## config.mk

```make
export PLATFORM = sky130hd
export DESIGN_NAME = irq_summary_agg
export DESIGN_NICKNAME = d
export VERILOG_FILES = /design/src/rtl/irq_sum_pkg.sv /design/src/rtl/irq_grp_or.sv /design/src/rtl/irq_arm_ctrl.sv /design/src/rtl/irq_reg_read.sv /design/src/rtl/irq_summary_agg.sv
export SDC_FILE = /design/constraint.sdc
export NUM_CORES = 1
export LEC_CHECK = 0
export BUFFER_PORTS_ARGS = -buffer_cell sky130_fd_sc_hd__buf_2
export CAP_MARGIN = 20
export CORE_AREA = 3 3 168 170
export CTS_CLUSTER_SIZE = 24
export DETAILED_ROUTE_END_ITERATION = 16
export DIE_AREA = 0 0 171 173
export SYNTH_ARGS = -nofsm -noshare
export SYNTH_HDL_FRONTEND = slang
export SYNTH_HIERARCHICAL = 1
export SYNTH_SLANG_ARGS = --single-unit
```

## constraint.sdc

```tcl
create_clock -name clk -period 1.4 [get_ports clk]
set_input_delay 0.07 -clock clk [delete_from_list [all_inputs] [get_ports clk]]
set_output_delay 0.07 -clock clk [all_outputs]
set_load 0.05 [all_outputs]
```

## src/rtl/irq_sum_pkg.sv

```systemverilog
package irq_sum_pkg;
  typedef enum logic [1:0] {
    ADR_STAT_LO = 2'd0,
    ADR_STAT_HI = 2'd1,
    ADR_MASTER  = 2'd2,
    ADR_SPARE   = 2'd3
  } reg_sel_e;

  // number of groups needed to cover a pin count
  function automatic int groups_for(input int pins, input int per_grp);
    return (pins + per_grp - 1) / per_grp;
  endfunction

  // mask with the low n bits set, for a 32-bit word
  function automatic logic [31:0] low_mask(input int n);
    logic [31:0] m;
    for (int i = 0; i < 32; i++) m[i] = (i < n);
    return m;
  endfunction
endpackage

```

## src/rtl/irq_grp_or.sv

```systemverilog
module irq_grp_or #(
  parameter int NUM_PINS = 184,
  parameter int PPG      = 4,
  parameter int NUM_GRPS = 46
) (
  input  logic                clk,
  input  logic                rst_n,
  input  logic [NUM_PINS-1:0] pin_pend,
  input  logic [NUM_PINS-1:0] pin_unmask,
  output logic [NUM_GRPS-1:0] sum_q
);
  logic [NUM_GRPS-1:0] grp_hit;

  for (genvar g = 0; g < NUM_GRPS; g++) begin : g_grp
    logic [PPG-1:0] lane;
    for (genvar j = 0; j < PPG; j++) begin : g_lane
      if (g*PPG + j < NUM_PINS) begin : g_real
        assign lane[j] = pin_pend[g*PPG+j] & pin_unmask[g*PPG+j];
      end else begin : g_pad
        assign lane[j] = 1'b0;
      end
    end
    assign grp_hit[g] = |lane;
  end

  always_ff @(posedge clk or negedge rst_n) begin
    if (!rst_n) sum_q <= '0;
    else        sum_q <= grp_hit;
  end

  // a set summary bit traces back to an unmasked pending pin
  a_r2_origin: assert property (@(posedge clk) disable iff (!rst_n)
    (|sum_q) |-> $past(|(pin_pend & pin_unmask)));
endmodule

```

## src/rtl/irq_arm_ctrl.sv

```systemverilog
module irq_arm_ctrl (
  input  logic clk,
  input  logic rst_n,
  input  logic any_pend,
  input  logic eoi_wr,
  output logic host_irq,
  output logic armed_q
);
  assign host_irq = armed_q & any_pend;

  always_ff @(posedge clk or negedge rst_n) begin
    if (!rst_n)        armed_q <= 1'b1;
    else if (eoi_wr)   armed_q <= 1'b1;
    else if (host_irq) armed_q <= 1'b0;
  end

  // one pulse, then disarmed unless an EOI arrived alongside
  a_r5_one_pulse: assert property (@(posedge clk) disable iff (!rst_n)
    (host_irq && !eoi_wr) |=> !host_irq);
  // after an EOI the line follows the pending summary
  a_r7_rearm: assert property (@(posedge clk) disable iff (!rst_n)
    eoi_wr |=> (host_irq == any_pend));
  // a disarmed block with no EOI stays quiet in the next cycle
  a_r6_quiet: assert property (@(posedge clk) disable iff (!rst_n)
    (!armed_q && !eoi_wr) |=> !host_irq);
endmodule

```

## src/rtl/irq_reg_read.sv

```systemverilog
module irq_reg_read
  import irq_sum_pkg::*;
#(
  parameter int REG_W    = 32,
  parameter int NUM_GRPS = 46
) (
  input  logic               clk,
  input  logic               rst_n,
  input  logic               rd_en,
  input  logic [1:0]         addr,
  input  logic [2*REG_W-1:0] status,
  output logic [REG_W-1:0]   rd_data
);
  localparam int HI_BITS = NUM_GRPS - REG_W;
  localparam logic [31:0] HI_MASK = low_mask(HI_BITS);

  logic [REG_W-1:0] rd_next;

  always_comb begin
    unique case (reg_sel_e'(addr))
      ADR_STAT_LO: rd_next = status[REG_W-1:0];
      ADR_STAT_HI: rd_next = status[2*REG_W-1:REG_W];
      default:     rd_next = '0;
    endcase
  end

  always_ff @(posedge clk or negedge rst_n) begin
    if (!rst_n)     rd_data <= '0;
    else if (rd_en) rd_data <= rd_next;
  end

  // master word reads zero, EOI self-clears
  a_r9_master_zero: assert property (@(posedge clk) disable iff (!rst_n)
    (rd_en && addr == ADR_MASTER) |=> (rd_data == '0));
  // padding above the last group reads zero
  a_r4_hi_pad: assert property (@(posedge clk) disable iff (!rst_n)
    (rd_en && addr == ADR_STAT_HI) |=> ((rd_data & ~REG_W'(HI_MASK)) == '0));
  // no strobe, no change
  a_r4_hold: assert property (@(posedge clk) disable iff (!rst_n)
    !rd_en |=> $stable(rd_data));
endmodule

```

## src/rtl/irq_summary_agg.sv

```systemverilog
module irq_summary_agg
  import irq_sum_pkg::*;
#(
  parameter int NUM_PINS = 184,
  parameter int PPG      = 4,
  parameter int REG_W    = 32,
  parameter int EOI_BIT  = 16
) (
  input  logic                clk,
  input  logic                rst_n,
  input  logic [NUM_PINS-1:0] pin_pend,
  input  logic [NUM_PINS-1:0] pin_unmask,
  input  logic                rd_en,
  input  logic                wr_en,
  input  logic [1:0]          addr,
  input  logic [REG_W-1:0]    wr_data,
  output logic [REG_W-1:0]    rd_data,
  output logic                host_irq
);
  localparam int NUM_GRPS = groups_for(NUM_PINS, PPG);
  localparam int STATUS_W = 2 * REG_W;

  logic [NUM_GRPS-1:0] sum_q;
  logic [STATUS_W-1:0] status;
  logic                any_pend;
  logic                eoi_wr;
  logic                armed_q;
  logic                unused_wdata;

  irq_grp_or #(.NUM_PINS(NUM_PINS), .PPG(PPG), .NUM_GRPS(NUM_GRPS)) u_grp (
    .clk(clk), .rst_n(rst_n), .pin_pend(pin_pend), .pin_unmask(pin_unmask),
    .sum_q(sum_q));

  for (genvar b = 0; b < STATUS_W; b++) begin : g_stat
    if (b < NUM_GRPS) begin : g_live
      assign status[b] = sum_q[b];
    end else begin : g_zero
      assign status[b] = 1'b0;
    end
  end

  assign any_pend     = |sum_q;
  assign eoi_wr       = wr_en && (addr == ADR_MASTER) && wr_data[EOI_BIT];
  assign unused_wdata = ^wr_data;

  irq_arm_ctrl u_arm (
    .clk(clk), .rst_n(rst_n), .any_pend(any_pend), .eoi_wr(eoi_wr),
    .host_irq(host_irq), .armed_q(armed_q));

  irq_reg_read #(.REG_W(REG_W), .NUM_GRPS(NUM_GRPS)) u_rd (
    .clk(clk), .rst_n(rst_n), .rd_en(rd_en), .addr(addr), .status(status),
    .rd_data(rd_data));

  // a master write without the EOI bit leaves a disarmed block disarmed
  a_r10_no_rearm: assert property (@(posedge clk) disable iff (!rst_n)
    (!armed_q && wr_en && !wr_data[EOI_BIT]) |=> !armed_q);
  // the line only rises with something pending
  a_r5_needs_pend: assert property (@(posedge clk) disable iff (!rst_n)
    host_irq |-> any_pend);
endmodule

```

==> metrics.md <==
| Metric | Value |
|---|---|
| Status | finished with violations |
| Failing checks | negative hold slack, negative setup slack |
| Vias in the first global route | 5070 |
| Final Hold Fails | 1 |
| CTS max path bufs | 2 |
| Area Overhead vs Synth | 100.0% |
| Horiz. Die Dim | 171 um |
| Total of max-cap violations | 0 |
| Most frequent cells in the layout | buf_2, a22oi_1, dfrtp_1 |
| Worst hold stages | 3 |
| Leakage | 3.893 nW |
| Register area share after synthesis | a little over half |
| RSZ-0062 raised after global routing | yes |
| Critical Path End Type | primary output |
| # port buffers | 407 |
| Synth warnings | 6 |
| First-pass GRT wire length | ~28 mm |
| Worst R2R End | u_arm/armed_q |
| Power per cell area | 923.3 nW/um^2 |
| Synth unique cells | 20 |
| Chip Height | 173 um |
| Syn Area/Cell | 10.79 um^2 |
| Critical-path maximum fanout | 2 |
| Tmin final | 2.009 ns |
| F_max | 0.4977 GHz |
| Worst R2R Setup Slack | -0.24 ns |
| GR Overflow Total | 0 |
| DRT iter0 DRCs | between 200 and 250 |
| Critical register-to-register path startpoint | u_grp/sum_q[17] |
| CP arrival | 1.94 ns |
| R2R depth | 6 |
| FILL cells | 2851 |
| Mapped Cells | 346 |
| Final Power | 0.006894 W |
| Post-DP HPWL | 15.85 mm |
| # rows | 60 |
| Final TNS setup | -0.8500 ns |
| PnR worst setup slack | -0.6092 ns |
| Via/cell ratio | 3.931 |
| Final setup vio count | 2 |
| Post-route ant nets | 0 |
| Critical path startpoint | u_grp/sum_q[17] |
| Final #Nets | 1273 |
| Crit path launch type | register |
| WL/cell | 16.03 um |
| Post-synthesis sequential element count | 79 |
| Hold Startpoint | pin_pend[179] |
| GRT Overall Usage | 12.55% |
| Clk sinks | just under 80 |
| Final hold slack | -0.004094 ns |
| Leading cell type in the layout, fill and taps excluded | buf_2 |
| Clk_lat worst skew | 0.34 ns |
| Vias | 4792 |
| Setup crit end | host_irq |
| Clock Skew | 0.009495 ns |
| Pre-CTS WS | -0.4074 ns |
| TritonCTS Buffers | 9 |
| Synth Cell Area | 3734 um^2 |
| Residual DRC count | 0 |
| Crit path required time | about 1.3 ns |
| Final Wtd Congestion | 0.8927 |
| Initial Util | ~14% |
| Kind of critical path | reg2out |
| DRT Pass-1 Iters | 6 |
| Final wirelength | 19.54 mm |
| Final Max Slew Viols | 0 |
| I/O pin count | 439 |
| Tightest Hold Check Type | in2reg |
| Worst-path clk slew | ~0.060 ns |
| Final period utilization | 143.5% |
| Core Footprint | between 20000 and 30000 um^2 |
| CTS tree | built |
| Die area | approximately 30000 um^2 |
| Antenna violations before repair | 8 |
| H-tree depth | 3 |
| Clock Tree Root | clkbuf_16 |
| Layout cells sized above 1 | 52.18% |
| VDD IR max | between 0.0005 and 0.0006 V |
| Pin count of the biggest net entering global routing | 80 |
-- per-layer routing --
metal	track usage (%)	part of all wire, %
met2	23.06	54
met1	14.10	38
met4	5.097	2.3
met5	0	0.067
met3	2.286	5.8
-- where the power goes --
part	total [W]	internal [W]	switching, W
Combinational	0.00189	0.000894	0.000994
Sequential	0.00261	0.00250	0.000116
Clock	0.00239	0.00140	0.000991
-- critical path: stages (launching register included) --
cell and delay, ns:
dfrtp_1 0.39, nor4_2 0.32, nand4_1 0.17, or3_4 0.43
and2_4 0.15, buf_6 0.14
-- repair_timing --
item                                    4_1_cts  5_1_grt
setup buffers                                 1        1
pin swaps                                     2        2
endpoints found under the setup margin        2        2
hold endpoints to repair                    105        0
gates resized for setup                       7        1
hold buffers                                 75        0
-- state kept, by name, summed over array words and instances, names as in the netlist --
register,cells
u_grp/sum_q,46
u_rd/rd_data,32
u_arm/armed_q,1
-- cell type report --
class	instances	area, um^2	share of cell area [%]
diodes	6	15.01	0.2011
clock buffers	9	225.2	3.016
clock inverters	7	78.83	1.056
inverters	33	123.9	1.659
multi-input cells	240	1620	21.70
flip-flops and latches	79	1978	26.49
well taps	341	426.7	5.714
repair buffers	504	2999	40.16
-- logic make-up (layout without fill, tap and decap cells) --
logic type | Yosys count | count (layout) | synth area share, %
AO/OA/AOI/OAI | 125 | 125 | 24.06
buffers and inverters | 44 | 553 | 6.166
flip-flops | 79 | 79 | 52.98
AND/OR/NAND/NOR | 65 | 65 | 8.110
other | 1 | 24 | 0.1004
multiplexers | 32 | 32 | 8.579
-- stage by stage --
step	instances	hold slack [ns]	area, um^2	util, %
CTS	1212	0.0006201	7445	27.70
global route	1219	0.004948	7467	27.78
global placement	1120	0.1208	6346	23.61
floorplan	363	-0.2256	3799	-
finish	1219	-0.004094	7467	27.78
detailed placement	1120	0.1336	6346	23.61
-- cell usage after synthesis, drive strengths merged --
master  count  area [um^2]
nand4       3        18.77
or3         1        6.260
mux2i      32        320.3
inv        33        123.9
o22ai      32        200.2
a21o        1        7.510
nand2      46        172.7
and4b       1        10.01
dfstp       1        26.28
conb        1        3.750
buf        11        106.4
and2        1        7.510
dfrtp      78         1952
a22oi      92        690.7
nor2        1        3.750
nor4       11        75.07
nand2b      1        8.760
-- worst min path at each step --
stage / to / slack, ns
floorplan: u_grp/sum_q[0] / -0.23
global placement: u_rd/rd_data[19] / 0.12
detailed placement: u_rd/rd_data[19] / 0.13
CTS: u_grp/sum_q[24] / 0.0006
global route: u_grp/sum_q[37] / 0.005
finish: u_grp/sum_q[44] / -0.004
Power figures use the tool's default switching activity.
